[src/rtl/pal_pkg.sv]
package pal_pkg;

    localparam int unsigned IDX_W  = 8;
    localparam int unsigned WORD_W = 16;
    localparam int unsigned CNT_W  = 8;

    typedef struct packed {
        logic [IDX_W-1:0] dst;
        logic [CNT_W-1:0] len;
    } hdr_t;

    typedef enum logic {
        ST_HEADER = 1'b0,
        ST_DATA   = 1'b1
    } ld_state_e;

    typedef struct packed {
        ld_state_e        state;
        logic [IDX_W-1:0] idx;
        logic [CNT_W-1:0] remain;
    } ld_ctx_t;

    typedef struct packed {
        logic              we;
        logic [IDX_W-1:0]  addr;
        logic [WORD_W-1:0] data;
    } wr_req_t;

    function automatic hdr_t split_hdr(input logic [WORD_W-1:0] w);
        hdr_t h;
        h.dst = w[WORD_W-1 -: IDX_W];
        h.len = w[CNT_W-1:0];
        return h;
    endfunction

    function automatic logic [WORD_W-1:0] pack_status(input ld_ctx_t c);
        logic [WORD_W-1:0] s;
        s = '0;
        s[WORD_W-1 -: CNT_W] = c.remain;
        s[0] = (c.state == ST_DATA);
        return s;
    endfunction

    localparam ld_ctx_t CTX_RESET = '{state: ST_HEADER, idx: '0, remain: '0};

endpackage

[src/rtl/pal_seq.sv]
module pal_seq
    import pal_pkg::*;
(
    input  logic              clk,
    input  logic              rst,
    input  logic              wr_en,
    input  logic [WORD_W-1:0] wr_data,
    output wr_req_t           req,
    output ld_ctx_t           ctx
);

    ld_ctx_t ctx_q, ctx_d;
    hdr_t    hdr;

    assign hdr = split_hdr(wr_data);

    always_comb begin
        ctx_d    = ctx_q;
        req.we   = 1'b0;
        req.addr = ctx_q.idx;
        req.data = wr_data;
        if (wr_en) begin
            unique case (ctx_q.state)
                ST_HEADER: begin
                    ctx_d.idx    = hdr.dst;
                    ctx_d.remain = hdr.len;
                    ctx_d.state  = (hdr.len != '0) ? ST_DATA : ST_HEADER;
                end
                ST_DATA: begin
                    req.we       = 1'b1;
                    ctx_d.idx    = ctx_q.idx + 1'b1;
                    ctx_d.remain = ctx_q.remain - 1'b1;
                    ctx_d.state  = (ctx_q.remain == CNT_W'(1)) ? ST_HEADER : ST_DATA;
                end
                default: ctx_d = CTX_RESET;
            endcase
        end
    end

    always_ff @(posedge clk) begin
        if (rst) ctx_q <= CTX_RESET;
        else     ctx_q <= ctx_d;
    end

    assign ctx = ctx_q;

endmodule

[src/rtl/pal_ram.sv]
module pal_ram
    import pal_pkg::*;
#(
    parameter int unsigned AW          = IDX_W,
    parameter int unsigned DW          = WORD_W,
    parameter bit          WRITE_FIRST = 1'b1
) (
    input  logic          clk,
    input  logic          we,
    input  logic [AW-1:0] waddr,
    input  logic [DW-1:0] wdata,
    input  logic [AW-1:0] raddr,
    output logic [DW-1:0] rdata
);

    localparam int unsigned DEPTH = 1 << AW;

    logic [DW-1:0] mem [DEPTH];
    logic [DW-1:0] rd_q;

    always_ff @(posedge clk) begin
        if (we) mem[waddr] <= wdata;
    end

    generate
        if (WRITE_FIRST) begin : g_bypass
            always_ff @(posedge clk) begin
                if (we && (waddr == raddr)) rd_q <= wdata;
                else                        rd_q <= mem[raddr];
            end
        end else begin : g_plain
            always_ff @(posedge clk) begin
                rd_q <= mem[raddr];
            end
        end
    endgenerate

    assign rdata = rd_q;

endmodule

[src/rtl/pal_burst_port.sv]
module pal_burst_port
    import pal_pkg::*;
(
    input  logic              clk,
    input  logic              rst,
    input  logic              cpu_wr_en,
    input  logic [WORD_W-1:0] cpu_wr_data,
    output logic [WORD_W-1:0] cpu_status,
    input  logic [IDX_W-1:0]  vid_rd_addr,
    output logic [WORD_W-1:0] vid_rd_data
);

    wr_req_t seq_req;
    ld_ctx_t seq_ctx;

    pal_seq u_seq (
        .clk     (clk),
        .rst     (rst),
        .wr_en   (cpu_wr_en),
        .wr_data (cpu_wr_data),
        .req     (seq_req),
        .ctx     (seq_ctx)
    );

    pal_ram #(
        .AW          (IDX_W),
        .DW          (WORD_W),
        .WRITE_FIRST (1'b1)
    ) u_ram (
        .clk   (clk),
        .we    (seq_req.we),
        .waddr (seq_req.addr),
        .wdata (seq_req.data),
        .raddr (vid_rd_addr),
        .rdata (vid_rd_data)
    );

    assign cpu_status = pack_status(seq_ctx);

endmodule

[config.mk]
export PLATFORM = sky130hd
export DESIGN_NAME = pal_burst_port
export DESIGN_NICKNAME = d
export VERILOG_FILES = /design/src/rtl/pal_pkg.sv /design/src/rtl/pal_seq.sv /design/src/rtl/pal_ram.sv /design/src/rtl/pal_burst_port.sv
export SDC_FILE = /design/constraint.sdc
export NUM_CORES = 2
export LEC_CHECK = 0
export BUFFER_PORTS_ARGS = -buffer_cell sky130_fd_sc_hd__buf_2
export CAP_MARGIN = 20
export CORE_MARGIN = 1.5
export CORE_UTILIZATION = 50
export CTS_BUF_LIST = sky130_fd_sc_hd__clkbuf_8
export CTS_CLUSTER_DIAMETER = 40
export DETAILED_ROUTE_END_ITERATION = 8
export PLACE_DENSITY = 0.65
export SLEW_MARGIN = 20
export SYNTH_ARGS = -nofsm -noshare
export SYNTH_HDL_FRONTEND = slang
export SYNTH_SLANG_ARGS = --single-unit
[constraint.sdc]
create_clock -name clk -period 4.2 [get_ports clk]
set_input_delay 0.21 -clock clk [delete_from_list [all_inputs] [get_ports clk]]
set_output_delay 0.21 -clock clk [all_outputs]
set_load 0.01 [all_outputs]
# After elaboration in Yosys (flattened, before gate mapping)
# Memory sizes are Yosys's and may differ from the RTL's. A register that Yosys moved wholly into a read port is not among the register bits.
# Cells that the tools add are included.
[op_classes] bitwise_logic=1 n_mux=7 n_addsub=2 eq_ne=1 reduce_logical=1
[op_table] operator="17-bit one-hot mux with 2 select lines" count=1
[op_table] operator="8-bit by 1-bit adder with 8-bit output, second input constant" count=1
[op_table] operator="8-bit by 1-bit equality test with 1-bit output, second input constant" count=1
[op_table] operator="8-bit nonzero test" count=1
[op_table] operator="8-bit by 1-bit subtractor with 8-bit output, second input constant" count=1
[op_table] operator="1-bit two-way mux" count=6
[op_table] operator="1-bit inverter" count=1
[totals] out_inout_bits=32 mem_bits_rw=4096 regBits=17 n_memories=1
[mem_list] name="u_ram.mem" words=256 word_bits=16 rd=1 rd_clocked_by_memory_dff=1 write_ports=1 line="pal_ram.sv:18" source="logic [DW-1:0] mem [DEPTH];"

# Depth between registers and ports, before layout
[depth] ltp_word=4 mapped_depth=14 ltp_nobuf=7

# Cells and area by module
# From an unflattened synthesis, not the netlist that was laid out.
[unflattened] hier_cells=7517 hier_area_um2=159865.8
[modules_own_cells] module="pal_ram" area_each_um2=158554.6 cells_each=7352 n_inst=1
[modules_own_cells] module="pal_seq" area_each_um2=1255.0 cells_each=157 n_inst=1
[modules_own_cells] module="pal_burst_port" area_each_um2=56.3 cells_each=8 n_inst=1

# Worst setup path before layout
# Ideal clock, no wire load.
[synth_timing] path_type="reg-to-output" startpoint="reg with a tool-made name" endpoint="out vid_rd_data[11]" t_arrival_ns=2.501 required_time_ns=3.990 path_buffers=7 slack_ns=1.489 path_stages_with_launch=14 cell_sequence="dfxtp_1 > buf_6 > buf_12 > buf_12 > buf_12 > buf_12 > buf_8 > buf_12 > mux2i_1 > o221ai_1 > nand2_1 > a211oi_2 > o2111ai_1 > nor4b_1"
[synth_lines] element="end: declaration" line="pal_burst_port.sv:10" source="output logic [WORD_W-1:0] vid_rd_data"

==> reports/qor.txt <==
total power -> 81.9 mW
cells after synthesis -> 7514
overall global routing resource usage -> 25.8%
Setup violations, final -> 16
synthesis-stage register bit count -> 4121
Placed Instance Area -> 168000 um^2
Overflow after GRT -> 0
Crit path required time -> 3.99 ns
largest family of logic cells by synthesized area -> multiplexers
Layout Area Growth over Synthesis -> 15.3%
Top Ports -> 59
status -> finished with violations
final setup margin -> -0.670 ns
hold crit path type -> in2reg
Final TNS setup -> -9.22 ns
fin. max-slew vios -> 0
Critical Path Fanout Max -> 10
unrepaired setup endpoints after global routing -> true
largest net degree at the start of global routing -> 177
WP data arrival -> 4.66 ns
R2R setup slack -> 0.83 ns
Worst Tran Pin Value -> 1.18 ns
port buffer count -> 51
Synth Area in Compound Gates -> 3.20%
Horiz. Die Dim -> 569 um
FF-to-FF Start -> u_seq.ctx[16]
Syn. warnings -> 0
slew margin rel. -> 21.7%
die area -> 323000 um^2
Post-route DRC -> 0
Routed WL -> 424000 um
ANT nets after route -> 0
Pleak -> 60.5 nW
Initial Util -> 50.3%
1st-iter DRT viols -> 11200
fin crit share -> 116%
core area -> 318000 um^2
clock sinks -> 4121
first-pass GRT wire length -> 598000 um
vias in the first global route -> 82200
end of the worst hold path -> u_ram.mem[12][7]
CTS tree -> done
Worst-Skew Late Latency -> 1.21 ns
reg-to-reg endpoint -> u_ram.mem[180][0]
Design Area, Final -> 184000 um^2
cell area after synthesis -> 160000 um^2
hold path cells -> 2
Worst Setup Path Type -> reg2out
number of H-tree levels -> 6
syn_area_per_cell -> 21.3 um^2
gpl congestion -> 0.855
worst slack at placement -> -0.313 ns
Worst Reg-to-Reg Cells -> 5
adder-cell share of the synthesized area -> 0.0469%
HP Start -> cpu_wr_data[7]
Num CTS Buffers -> 662
hpwl dp -> 243000 um
mux contribution to synthesized area -> 15.5%
DIE HEIGHT -> 569 um
CP max stage cell -> or4_4
post-synth cell types -> 68
maxcap violations -> 0
crit-path max cell delay -> 0.60 ns
Bufs on Longest Clock Path -> 4
DR pass1 iterations -> 6
Seq/Total Area, Yosys -> 77.2%
Clk pin slew, worst setup/hold paths -> 0.06 ns
Final Hold Vio Count -> 0
nets@finish -> 8593
failing checks -> setup timing
CTS Root Cell -> clkbuf_8
WL/cell -> 32.0 um
Simple-Gate Fraction of Synth Area -> 2.11%
Post-Route Hold Slack -> 0.0871 ns
via count -> 83000
startpoint types -> flip-flop
worst clock skew -> 0.0620 ns
IR drop worst, VDD -> 305 uV
ys async rst share -> 0%
Tmin final -> 4.87 ns
Fmax achieved -> 205 MHz
layout cells sized above 1 -> 29.6%
CP top delay family -> multiplexers
EDFF count, synth -> 4096
worst path cell trace -> buf_12 > buf_16 > buf_12 > buf_16 > mux4_2 > mux4_2 > a22o_4 > or4_4 > o41ai_4 > buf_4 > nor4_2 > buf_2
xor and xnor fraction of the mapped netlist area -> 0%
Power Density -> 444 nW/um^2
initial antenna violation count -> 16
CP bufs+invs -> 6
ys flop type -> edfxtp_1
row cnt -> 207
Setup crit end kind -> output port
via-per-instance ratio -> 6.25
[layout by cell type (no fill, tap or decap), types with 22 or more instances in the layout]
cell type      count
clkbuf_8         676
buf_2             32
o21ai_0           59
o221ai_2          34
clkinv_2          68
edfxtp_1        4096
inv_1            231
buf_4            575
o221ai_1         176
nand2_1           88
mux4_2           812
mux2i_1          627
nor2_2            61
nor2_1           263
o22ai_1          176
a21oi_1          101
a211oi_1          22
clkinv_1         142
dlygate4sd3_1     46
buf_12            64
nor3_1           144
buf_16            37
buf_6             35
nand3_1           31
buf_8             37
[logic make-up (layout without fill, tap and decap cells)]
kind of cell | count (synthesis) | count (layout)
other | 1 | 24
flip-flops | 4121 | 4121
AO/OA/AOI/OAI | 718 | 718
multiplexers | 1452 | 1452
adder cells (fa/ha/maj) | 6 | 6
buffers and inverters | 481 | 2037
AND/OR/NAND/NOR | 735 | 736
[stage by stage]
step                util, %  std cells
finish                 57.9      13300
detailed placement     52.9      11900
floorplan                 -       7520
global placement       52.9      11900
CTS                    57.5      13200
global route           57.9      13300
[timing repair]
action | 4_1_cts | 5_1_grt
gates cloned | 24 | 8
resized for setup | 222 | 149
hold endpoints to repair | 3222 | 32
hold buffers | 45 | 1
pin swaps | 12 | 38
setup endpoints to repair | 16 | 16
setup buffers | 42 | 66
[synthesized netlist by cell type (92+ instances only)]
cell type	count	area, um^2
o221ai_1	205	1800
clkbuf_1	184	691
mux2i_1	637	6380
nand2_1	92	345
nor2_1	325	1220
mux4_2	810	18200
o22ai_1	186	1160
edfxtp_1	4096	123000
buf_2	97	485
nor3_1	161	806
a21oi_1	104	521
[final cells by class]
type	count	area (um^2)
Inverter	8	71.3
Sequential cell	4121	124000
Clock buffer	676	9300
Multi-Input combinational cell	2919	34800
Antenna cell	17	42.5
Clock inverter	505	2680
Tap cell	4180	5230
Fill cell	22900	134000
Timing Repair Buffer	848	8850
[worst max path at each step]
stage	endpoint	slack, ns	depth (start not counted)
after floorplan	vid_rd_data[11]	1.49	13
after global placement	vid_rd_data[11]	-0.28	11
after detailed placement	vid_rd_data[11]	-0.31	11
after CTS	vid_rd_data[0]	-0.76	13
after global routing	vid_rd_data[9]	-0.79	12
final	vid_rd_data[2]	-0.67	12
[sequential cells by signal, indices dropped and copies added, names as in the netlist, named ones only]
name and count:
u_ram.mem 4096, u_seq.ctx 17
[per-layer routing]
metal / up-vias / share of wire [%] / track usage (%)
met5: - / 0.0019 / 0
met4: 2 / 3.2 / 8.50
met3: 657 / 9.6 / 5.11
met2: 4505 / 47 / 40.1
met1: 43900 / 40 / 36.9
li1: 34000 / - / -
[power breakdown]
part | internal [mW] | total [mW] | switching [mW]
clock network | 15.9 | 31.6 | 15.8
registers | 45.3 | 45.3 | 0.0457
logic | 1.90 | 4.96 | 3.06
Power figures use the tool's default switching activity.
